File: src/rtl/bir_scan_pkg.sv
package bir_scan_pkg;
    // Record layout: byte positions inside the 16-byte image record
    localparam logic [3:0] MAGIC_LAST = 4'd11;
    localparam logic [3:0] IDX_CFG    = 4'd12;
    localparam logic [3:0] IDX_STAT   = 4'd13;
    localparam logic [3:0] IDX_IDH    = 4'd14;
    localparam logic [3:0] IDX_IDL    = 4'd15;

    localparam int NUM_PATTERNS = 2;
    localparam logic [95:0] SIG_PRIMARY = 96'h123456781122334455667788;
    localparam logic [95:0] SIG_SECOND  = 96'h123456782233445566778899;

    typedef enum logic [1:0] {
        ACT_NONE = 2'd0,
        ACT_BOOT = 2'd1,
        ACT_PROG = 2'd2,
        ACT_HALT = 2'd3
    } boot_act_e;

    // Byte idx of a 96-bit signature, most significant byte first
    function automatic logic [7:0] sig_byte(input logic [95:0] pat, input logic [3:0] idx);
        int sh;
        sh = 88 - 8 * int'(idx);
        return pat[sh +: 8];
    endfunction
endpackage

File: src/rtl/bir_rec_check.sv
// Record checker: folds the record bytes into pass/fail flags as they arrive.
// Assumes bytes come in index order, starting at index 0 for each record.
module bir_rec_check
    import bir_scan_pkg::*;
(
    input  logic        clk,
    input  logic        rst_n,
    input  logic        cap,
    input  logic [3:0]  idx,
    input  logic [7:0]  data,
    input  logic [15:0] search_id,
    input  logic        alt_en,
    output logic        magic_ok,
    output logic        accept,
    output logic [3:0]  size_code
);
    logic [NUM_PATTERNS-1:0] pat_hit;
    logic [3:0]  cfg_hi_q;
    logic [7:0]  stat_q;
    logic [15:0] id_q;

    for (genvar p = 0; p < NUM_PATTERNS; p++) begin : g_pat
        localparam logic [95:0] PAT = (p == 0) ? SIG_PRIMARY : SIG_SECOND;
        logic hit_q;
        // Running match of the signature bytes against one pattern
        always_ff @(posedge clk) begin
            if (!rst_n)
                hit_q <= 1'b0;
            else if (cap && idx <= MAGIC_LAST)
                hit_q <= ((idx == 4'd0) ? 1'b1 : hit_q) && (data == sig_byte(PAT, idx));
        end
        assign pat_hit[p] = hit_q;
    end

    // Capture of the configuration, status and identifier bytes
    always_ff @(posedge clk) begin
        if (!rst_n) begin
            cfg_hi_q <= '0;
            stat_q   <= '0;
            id_q     <= '0;
        end else if (cap) begin
            if (idx == IDX_CFG)  cfg_hi_q   <= data[7:4];
            if (idx == IDX_STAT) stat_q     <= data;
            if (idx == IDX_IDH)  id_q[15:8] <= data;
            if (idx == IDX_IDL)  id_q[7:0]  <= data;
        end
    end

    // Combined verdict for the record just read
    always_comb begin
        magic_ok  = pat_hit[0] | (alt_en & pat_hit[1]);
        accept    = magic_ok && (stat_q != 8'h00) && (stat_q != 8'hFF) && (id_q == search_id);
        size_code = cfg_hi_q;
    end
endmodule

File: src/rtl/bir_step.sv
// Step calculator: next sector to examine and whether the array is used up.
// Assumes size_code is only meaningful when magic_ok is set.
module bir_step #(
    parameter int NUM_SECTORS = 16,
    parameter int SEC_W       = 4
) (
    input  logic [SEC_W-1:0] cur,
    input  logic             magic_ok,
    input  logic [3:0]       size_code,
    output logic [SEC_W-1:0] nxt,
    output logic             past_end
);
    localparam int NXT_W = SEC_W + 5;

    logic [4:0]       step;
    logic [NXT_W-1:0] wide;

    // Advance by the record's own length or by a single sector
    always_comb begin
        step     = magic_ok ? ({1'b0, size_code} + 5'd1) : 5'd1;
        wide     = {5'b0, cur} + {{SEC_W{1'b0}}, step};
        past_end = wide >= NXT_W'(NUM_SECTORS);
        nxt      = wide[SEC_W-1:0];
    end
endmodule

File: src/rtl/bir_sector_scan.sv
// Sector scanner: walks internal, then optionally external, flash for the first
// acceptable image record and reports it or a fallback action.
// Assumes the byte port answers each one-cycle request with rd_valid later,
// and that the configuration inputs stay constant during a scan.
module bir_sector_scan
    import bir_scan_pkg::*;
#(
    parameter int NUM_SECTORS  = 16,
    parameter int SECTOR_OFF_W = 15,
    localparam int SEC_W  = (NUM_SECTORS > 1) ? $clog2(NUM_SECTORS) : 1,
    localparam int ADDR_W = SEC_W + SECTOR_OFF_W
) (
    input  logic              clk,
    input  logic              rst_n,
    input  logic              start,
    input  logic [15:0]       search_id,
    input  logic              alt_magic_en,
    input  logic              ext_enable,
    input  logic              prog_enable,
    output logic              rd_req,
    output logic              rd_ext,
    output logic [ADDR_W-1:0] rd_addr,
    input  logic              rd_valid,
    input  logic [7:0]        rd_data,
    output logic              busy,
    output logic              done,
    output logic              found,
    output logic              found_ext,
    output logic [SEC_W-1:0]  found_sector,
    output logic [3:0]        found_size,
    output logic [1:0]        action
);
    typedef enum logic [1:0] {S_IDLE, S_REQ, S_WAIT, S_EVAL} scan_st_e;

    scan_st_e         state;
    logic [SEC_W-1:0] sec_q;
    logic             ext_q;
    logic [3:0]       byte_q;

    logic             magic_ok, accept;
    logic [3:0]       size_code;
    logic [SEC_W-1:0] nxt_sec;
    logic             past_end;
    logic             go, retry_ext, fin_hit, fin_miss;

    bir_rec_check u_check (
        .clk       (clk),
        .rst_n     (rst_n),
        .cap       (state == S_WAIT && rd_valid),
        .idx       (byte_q),
        .data      (rd_data),
        .search_id (search_id),
        .alt_en    (alt_magic_en),
        .magic_ok  (magic_ok),
        .accept    (accept),
        .size_code (size_code)
    );

    bir_step #(.NUM_SECTORS(NUM_SECTORS), .SEC_W(SEC_W)) u_step (
        .cur       (sec_q),
        .magic_ok  (magic_ok),
        .size_code (size_code),
        .nxt       (nxt_sec),
        .past_end  (past_end)
    );

    // Decode of start acceptance and end-of-record outcomes
    always_comb begin
        go        = (state == S_IDLE) && start;
        retry_ext = !ext_q && ext_enable;
        fin_hit   = (state == S_EVAL) && accept;
        fin_miss  = (state == S_EVAL) && !accept && past_end && !retry_ext;
    end

    // Sequencer: byte fetches per record, then step, switch memory or finish
    always_ff @(posedge clk) begin
        if (!rst_n) begin
            state  <= S_IDLE;
            sec_q  <= '0;
            ext_q  <= 1'b0;
            byte_q <= '0;
        end else begin
            case (state)
                S_IDLE: if (go) begin
                    sec_q  <= '0;
                    ext_q  <= 1'b0;
                    byte_q <= '0;
                    state  <= S_REQ;
                end
                S_REQ:  state <= S_WAIT;
                S_WAIT: if (rd_valid) begin
                    if (byte_q == IDX_IDL) begin
                        state <= S_EVAL;
                    end else begin
                        byte_q <= byte_q + 4'd1;
                        state  <= S_REQ;
                    end
                end
                S_EVAL: begin
                    byte_q <= '0;
                    if (fin_hit || fin_miss) begin
                        state <= S_IDLE;
                    end else if (!past_end) begin
                        sec_q <= nxt_sec;
                        state <= S_REQ;
                    end else begin
                        ext_q <= 1'b1;
                        sec_q <= '0;
                        state <= S_REQ;
                    end
                end
                default: state <= S_IDLE;
            endcase
        end
    end

    // Result registers: cleared on start, loaded once at the end of a scan
    always_ff @(posedge clk) begin
        if (!rst_n) begin
            done         <= 1'b0;
            found        <= 1'b0;
            found_ext    <= 1'b0;
            found_sector <= '0;
            found_size   <= '0;
            action       <= ACT_NONE;
        end else begin
            done <= fin_hit || fin_miss;
            if (go) begin
                found        <= 1'b0;
                found_ext    <= 1'b0;
                found_sector <= '0;
                found_size   <= '0;
                action       <= ACT_NONE;
            end else if (fin_hit) begin
                found        <= 1'b1;
                found_ext    <= ext_q;
                found_sector <= sec_q;
                found_size   <= size_code;
                action       <= ACT_BOOT;
            end else if (fin_miss) begin
                action <= prog_enable ? ACT_PROG : ACT_HALT;
            end
        end
    end

    // Byte port drive and status
    always_comb begin
        rd_req  = (state == S_REQ);
        rd_ext  = ext_q;
        rd_addr = {sec_q, {(SECTOR_OFF_W-4){1'b0}}, byte_q};
        busy    = (state != S_IDLE);
    end
endmodule

File: config.mk
export PLATFORM = sky130hd
export DESIGN_NAME = bir_sector_scan
export DESIGN_NICKNAME = d
export VERILOG_FILES = /design/src/rtl/bir_scan_pkg.sv /design/src/rtl/bir_rec_check.sv /design/src/rtl/bir_step.sv /design/src/rtl/bir_sector_scan.sv
export SDC_FILE = /design/constraint.sdc
export NUM_CORES = 1
export LEC_CHECK = 0
export BUFFER_PORTS_ARGS = -buffer_cell sky130_fd_sc_hd__clkbuf_2
export CAP_MARGIN = 20
export CORE_ASPECT_RATIO = 1.25
export CORE_MARGIN = 1.5
export CORE_UTILIZATION = 25
export CTS_BUF_LIST = sky130_fd_sc_hd__clkbuf_16
export DETAILED_ROUTE_END_ITERATION = 7
export GPL_TIMING_DRIVEN = 0
export PLACE_DENSITY = 0.54
export SETUP_SLACK_MARGIN = 0.1
export SLEW_MARGIN = 25
export SYNTH_ARGS = -nofsm -noshare
export SYNTH_HDL_FRONTEND = slang
export SYNTH_SLANG_ARGS = --single-unit
File: constraint.sdc
create_clock -name clk -period 2.92 [get_ports clk]
set_input_delay 0.292 -clock clk [delete_from_list [all_inputs] [get_ports clk]]
set_output_delay 0.292 -clock clk [all_outputs]
set_load 0.02 [all_outputs]
; Word-level counts from Yosys, hierarchy flattened
; Index checks and enable logic that the tools add are counted.
[classes]
addsub = 4
magnitude_cmp = 2
eq_ne = 16
shifts = 2
mux = 22
bitwise = 3
reduce_logical = 34
[ops]
columns = operator, n
row1 = $shiftx 96x32->8 const A, 2
row2 = $mux 4, 5
row3 = $eq 16x16->1, 1
row4 = $eq 4x4->1 const B, 4
row5 = $eq 8x8->1, 2
row6 = $logic_and 1x1->1, 13
row7 = $pmux 4 s3, 1
row8 = $ne 2x2->1 const B, 5
row9 = $reduce_and 2->1, 5
row10 = $ge 9x5->1 const B, 1
row11 = $mux 1, 9
row12 = $ne 8x8->1 const B, 1
row13 = $pmux 2 s4, 1
row14 = $pmux 4 s2, 1
row15 = $reduce_and 4->1, 2
row16 = $reduce_bool 8->1, 1
row17 = $sub 7x7->8 const A, 1
row18 = $add 4x5->6, 1
row19 = $mux 2, 3
row20 = $reduce_bool 2->1, 3
row21 = $add 4x1->5 const B, 1
row22 = $mux 5, 1
row23 = $add 4x1->4 const B, 1
row24 = $eq 2x2->1 const B, 2
row25 = 14 further kinds, 16
[totals]
register_bits = 54
in_bits = 31
output_inout_bits = 35
wordCells = 100

; Depth between registers and ports, before layout
[logic_depth]
ltp_word = 12
mapped_depth = 12
depth_no_buf = 11

; Cells and area by module
; A second synthesis with hierarchy kept.
[hier_totals]
hier_cells = 407
hier_area_um2 = 3323.2
[modules_own_cells]
columns = module, instances, cells_per_inst, area_each_um2, seq_area_each_um2
row1 = bir_rec_check, 1, 264, 2065.7, 600.6
row2 = bir_sector_scan, 1, 120, 1051.0, 480.5
row3 = bir_step, 1, 23, 206.4, 0.0

; Least setup slack after synthesis
; OpenSTA, ideal clock, no wires.
[synth_path]
path_type = register to register
startpoint = register byte_q[2]
endpoint = register u_check.g_pat[1].hit_q
setup_ps = 58
t_arrival_ps = 2581
required_time_ps = 2862
slack_ps = 281
stages_incl_launch_ff = 11
path_buffers = 2
synth_period_minus_slack_ps = 2639
cell_sequence = dfxtp_1 -> buf_2 -> clkbuf_1 -> inv_1 -> ha_1 -> or3b_2 -> a21oi_1 -> xnor2_1 -> nand4_1 -> o21ai_0 -> o211a_1
[synth_via]
elab_chain_len = 4
word_cells_on_any_way = 8
cone_classes = add/sub: 1 / order compare: 1 / eq/ne: 1 / shift: 1 / mux: 1 / reduce/logical: 3
[synth_lines]
columns = item, line_no
row1 = from (decl), bir_sector_scan.sv:38  ; logic [3:0] byte_q;
row2 = from (signal assigned), bir_sector_scan.sv:95  ; byte_q <= byte_q + 4'd1;
row3 = $sub 7x7->8, bir_scan_pkg.sv:23  ; sh = 88 - 8 * int'(idx);
row4 = $shiftx 96x32->8, bir_scan_pkg.sv:24  ; return pat[sh +: 8];
row5 = $eq 8x8->1, bir_rec_check.sv:30  ; hit_q <= ((idx == 4'd0) ? 1'b1 : hit_q) && (data == sig_byte(PAT, idx));
row6 = $logic_and 1x1->1, bir_rec_check.sv:30
row7 = to (signal assigned), bir_rec_check.sv:30
row8 = to (decl), bir_rec_check.sv:24  ; logic hit_q;
; Several ways; a longest one is shown, not always the timed one.
; A chain may end at the register's enable or synchronous reset.

; Final worst setup path
[layout_path]
startpoint = register byte_q[2]
endpoint = register u_check.g_pat[0].hit_q
[layout_via]
elab_chain_len = 4
word_cells_on_any_way = 8
cone_classes = add/sub: 1 / order compare: 1 / eq/ne: 1 / shift: 1 / mux: 1 / reduce/logical: 3
[layout_lines]
columns = item, line_no
row1 = $sub 7x7->8, bir_scan_pkg.sv:23
row2 = $shiftx 96x32->8, bir_scan_pkg.sv:24
row3 = $eq 8x8->1, bir_rec_check.sv:30
row4 = $logic_and 1x1->1, bir_rec_check.sv:30
row5 = to (signal assigned), bir_rec_check.sv:30
row6 = to (decl), bir_rec_check.sv:24
; Several ways; a longest one is shown, not always the timed one.

==> flow_metrics.tcl <==
set metrics [dict create \
    outcome "completed" \
    numPlacedInstances 645 \
    grt_pass1_wl_um 15400 \
    path_class "reg2reg" \
    root_buffer "clkbuf_16" \
    crit_family "buffers and inverters" \
    synth_cell_type_count 58 \
    post_cts_buffers 0 \
    p_comb_share_pct 14.5 \
    drv_cap 0 \
    ioPinCount 66 \
    synth_enable_flop_cells 0 \
    worstMarginPinSlew_ns 0.632 \
    maxSlewHeadroom_pct 57.5 \
    io_buffers 49 \
    placementRows 47 \
    cts_sinks 54 \
    synthAdderAreaFrac_pct 5.46 \
    insertion_delay_ns 0.29 \
    fin_nets 526 \
    critPathMaxStageDelay_ns 0.39 \
    htreeDepth 2 \
    ys.flop_type "dfxtp_1" \
    grt_pass1_vias 3068 \
    p_seq_share_pct 48.2 \
    drcViolationCount 0 \
    powerDensity_nw_per_um2 389 \
    p_leak_nw 1.52 \
    crit_path_end_kind "register" \
    fin_cells 652 \
    syn-cell-area_um2 3350 \
    ant_nets 0 \
    synth_top_family_by_area "simple AND/OR/NAND/NOR gates" \
    num_vias 3054 \
    critPathArrivalTime_ns 2.89 \
    gr-usage-met1_pct 15.8 \
    holdCritPathClass "in2reg" \
    wl_um 9380 \
    synthXorXnorAreaFrac_pct 6.81 \
    top_usage_layer "met2" \
    whs_ns 0.184 \
    fin_area_um2 4020 \
    syn_to_final_growth_pct 20.0 \
    finalHoldViolCount 0 \
    worstSetupStartpointType "register" \
    ir_worst_vdd_mv 0.261 \
    place_area_um2 3840 \
    finalCritPeriodShare_pct 91.2 \
    p_int_w 0.00115 \
    synth_cells 415 \
    ys_warn_count 0 \
    async_flop_share_pct 0 \
    crit_buf_inv 5 \
    grt_antenna_before_repair 0 \
    rsz0062_at_grt "yes" \
    finalSetupTns_ns 0 \
    cp_common_cell "clkbuf_4" \
    coreArea_um2 13200 \
    synth-simple-area-share_pct 23.9 \
    first_pass_iters 6 \
    setup_viol 0 \
    die_h_um 132 \
    finalClockSkew_ns 0.00321 \
    place_congestion 0.857 \
    drive_above_1_share_pct 19.3 \
    worst-path-max-fanout 10 \
    worstSetupStartpoint "byte_q[2]" \
    grt_use_total_pct 13.7 \
    seq_area_frac_synth_pct 32.3 \
    crit_chain "buf_4 > clkbuf_4 > inv_1 > ha_2 > clkbuf_4 > clkbuf_4 > nand3_1 > o22ai_1 > o32ai_1 > a211oi_1 > o211ai_1 > a21oi_1" \
    hpwl_um 7190 \
    grt_max_degree 17 \
    clkPwrFrac_pct 37.3 \
    switchingPower_w 0.000415 \
    slowest_stage "ha_2" \
    start_util_pct 25.4 \
    fill_cells 1447 \
    maxSlewViolCount 0 \
    layout_min_cycle_time_ns 2.66 \
    muxShareOfSynthArea_pct 4.53 \
    die_area_um2 14100 \
    vias_per_cell 4.68 \
    use_met3_pct 2.08 \
    die_w_um 106 \
    wl_per_cell_um 14.4 \
    holdCritStartpoint "prog_enable" \
    met2_usage_pct 24.7 \
    cts_buffers 5 \
    cts.clk_slew.worst_paths_ns 0.07 \
    drt_iter0_drc 154 \
    synth_compound_area_share_pct 18.9 \
    ys_ff_latch 54 \
    fin_util_pct 30.5 \
    grt.overflow.total 0 \
    avgSynthCellArea_um2 8.06 \
    cts_tree "built" \
    p_sw_share_pct 26.6 \
    cp_data_required_time_ns 3.14 \
    clock_path_buffers 2 \
    reg2reg_from "byte_q[2]" \
    fmax_ghz 0.376 \
    antennaDiodeCount 0 \
    hold_buffers 0 \
]
layout make-up:
type | instances | area (um^2) | area share, %
Clock buffer | 5 | 125 | 3.12
Clock inverter | 2 | 15.0 | 0.374
Buffer | 38 | 223 | 5.55
Sequential cell | 54 | 1080 | 27.0
Timing Repair Buffer | 49 | 245 | 6.11
Tap cell | 171 | 214 | 5.33
Inverter | 15 | 56.3 | 1.40
Multi-Input combinational cell | 318 | 2050 | 51.2
power by group through the flow:
stage	sequential (W)	clock, W	combinational, W
after detailed placement	0.000770	0	0.000221
after floorplan	0.000769	0	0.000152
final	0.000753	0.000583	0.000226
after global placement	0.000769	0	0.000220
after global routing	0.000754	0.000630	0.000249
after CTS	0.000752	0.000598	0.000222
cells by family (layout without fill, tap and decap cells):
group                      after synthesis  count (layout)
and+or+nand+nor                        160             160
DFF                                     54              54
xor gates and xnor gates                26              26
adders and majority gates               14              14
other                                    1              11
buffers and inverters                   53             109
muxes                                   15              15
AOI/OAI and AO/OA                       92              92
metrics by stage:
step / setup WS [ns] / power [W]
global placement: -0.100 / 0.000990
floorplan: 0.281 / 0.000921
global route: 0.0904 / 0.00163
finish: 0.258 / 0.00156
detailed placement: -0.136 / 0.000991
CTS: 0.141 / 0.00157
Yosys cell counts (all sizes together) (2+ instances only):
| cell type | count | share of area [%] |
|---|---|---|
| nor2 | 27 | 3.0 |
| o22ai | 5 | 0.93 |
| a21boi | 30 | 6.8 |
| nand3 | 32 | 4.9 |
| mux2i | 14 | 4.2 |
| or3b | 2 | 0.60 |
| nand4 | 7 | 1.3 |
| nand2 | 52 | 5.8 |
| nor3 | 4 | 0.60 |
| a211oi | 6 | 1.5 |
| nor4 | 6 | 1.1 |
| nand3b | 2 | 0.45 |
| xnor2 | 20 | 5.2 |
| nor4b | 2 | 0.52 |
| o21ai | 12 | 1.8 |
| and3 | 2 | 0.52 |
| buf | 19 | 4.1 |
| ha | 13 | 4.9 |
| o21a | 5 | 1.1 |
| nor2b | 9 | 1.7 |
| dfxtp | 54 | 32 |
| a21oi | 20 | 3.0 |
| inv | 15 | 1.7 |
| nand2b | 5 | 0.93 |
| xor2 | 6 | 1.6 |
| clkbuf | 19 | 2.2 |
| o211ai | 2 | 0.45 |
| or3 | 4 | 0.75 |
worst paths after layout:
kind | endpoint | slack, ns | depth (start not counted)
max | u_check.g_pat[0].hit_q | 0.26 | 12
min | action[0] | 0.18 | 2
max reg2reg | u_check.g_pat[0].hit_q | 0.26 | 12
min reg2reg | action[1] | 0.47 | 1
registers in the layout (all words and copies together), names as in the netlist:
| signal | cells |
|---|---|
| found_size | 4 |
| state | 2 |
| rd_ext | 1 |
| u_check.id_q | 16 |
| u_check.size_code | 4 |
| u_check.g_pat.hit_q | 2 |
| byte_q | 4 |
| found | 1 |
| sec_q | 4 |
| found_ext | 1 |
| u_check.stat_q | 8 |
| action | 2 |
| found_sector | 4 |
| done | 1 |
cell usage in the layout (no fill, tap or decap), drive strengths merged, types with 12 or more instances in the layout:
cell type and n:
clkbuf 75, nand3 32, a21oi 20, o21ai 12
inv 15, ha 13, mux2i 14, a21boi 30
dfxtp 54, nor2 27, nand2 52, xnor2 20
buf 17
metal layers:
layer / wire length [um] / part of all wire, % / up-vias
li1: - / - / 1550
met1: 4000 / 43 / 1438
met2: 4780 / 51 / 53
met3: 336 / 3.6 / 13
met4: 262 / 2.8 / 0
met5: 0 / 0 / -
repair_timing:
| action | in CTS | in global routing |
|---|---|---|
| endpoints found under the setup margin | 2 | 9 |
| endpoints found under the hold margin | 0 | 0 |
| resized for setup | 3 | 9 |
| pin swaps | 0 | 0 |
worst reg2reg max path, cell delays in order (launching register included):
cell      delay, ns
dfxtp_2        0.36
buf_4          0.17
clkbuf_4       0.22
inv_1          0.11
ha_2           0.39
clkbuf_4       0.21
clkbuf_4       0.21
nand3_1        0.09
o22ai_1        0.15
o32ai_1        0.12
a211oi_1       0.24
o211ai_1       0.15
a21oi_1        0.17
Note: power is estimated with default switching activity, not from simulation.
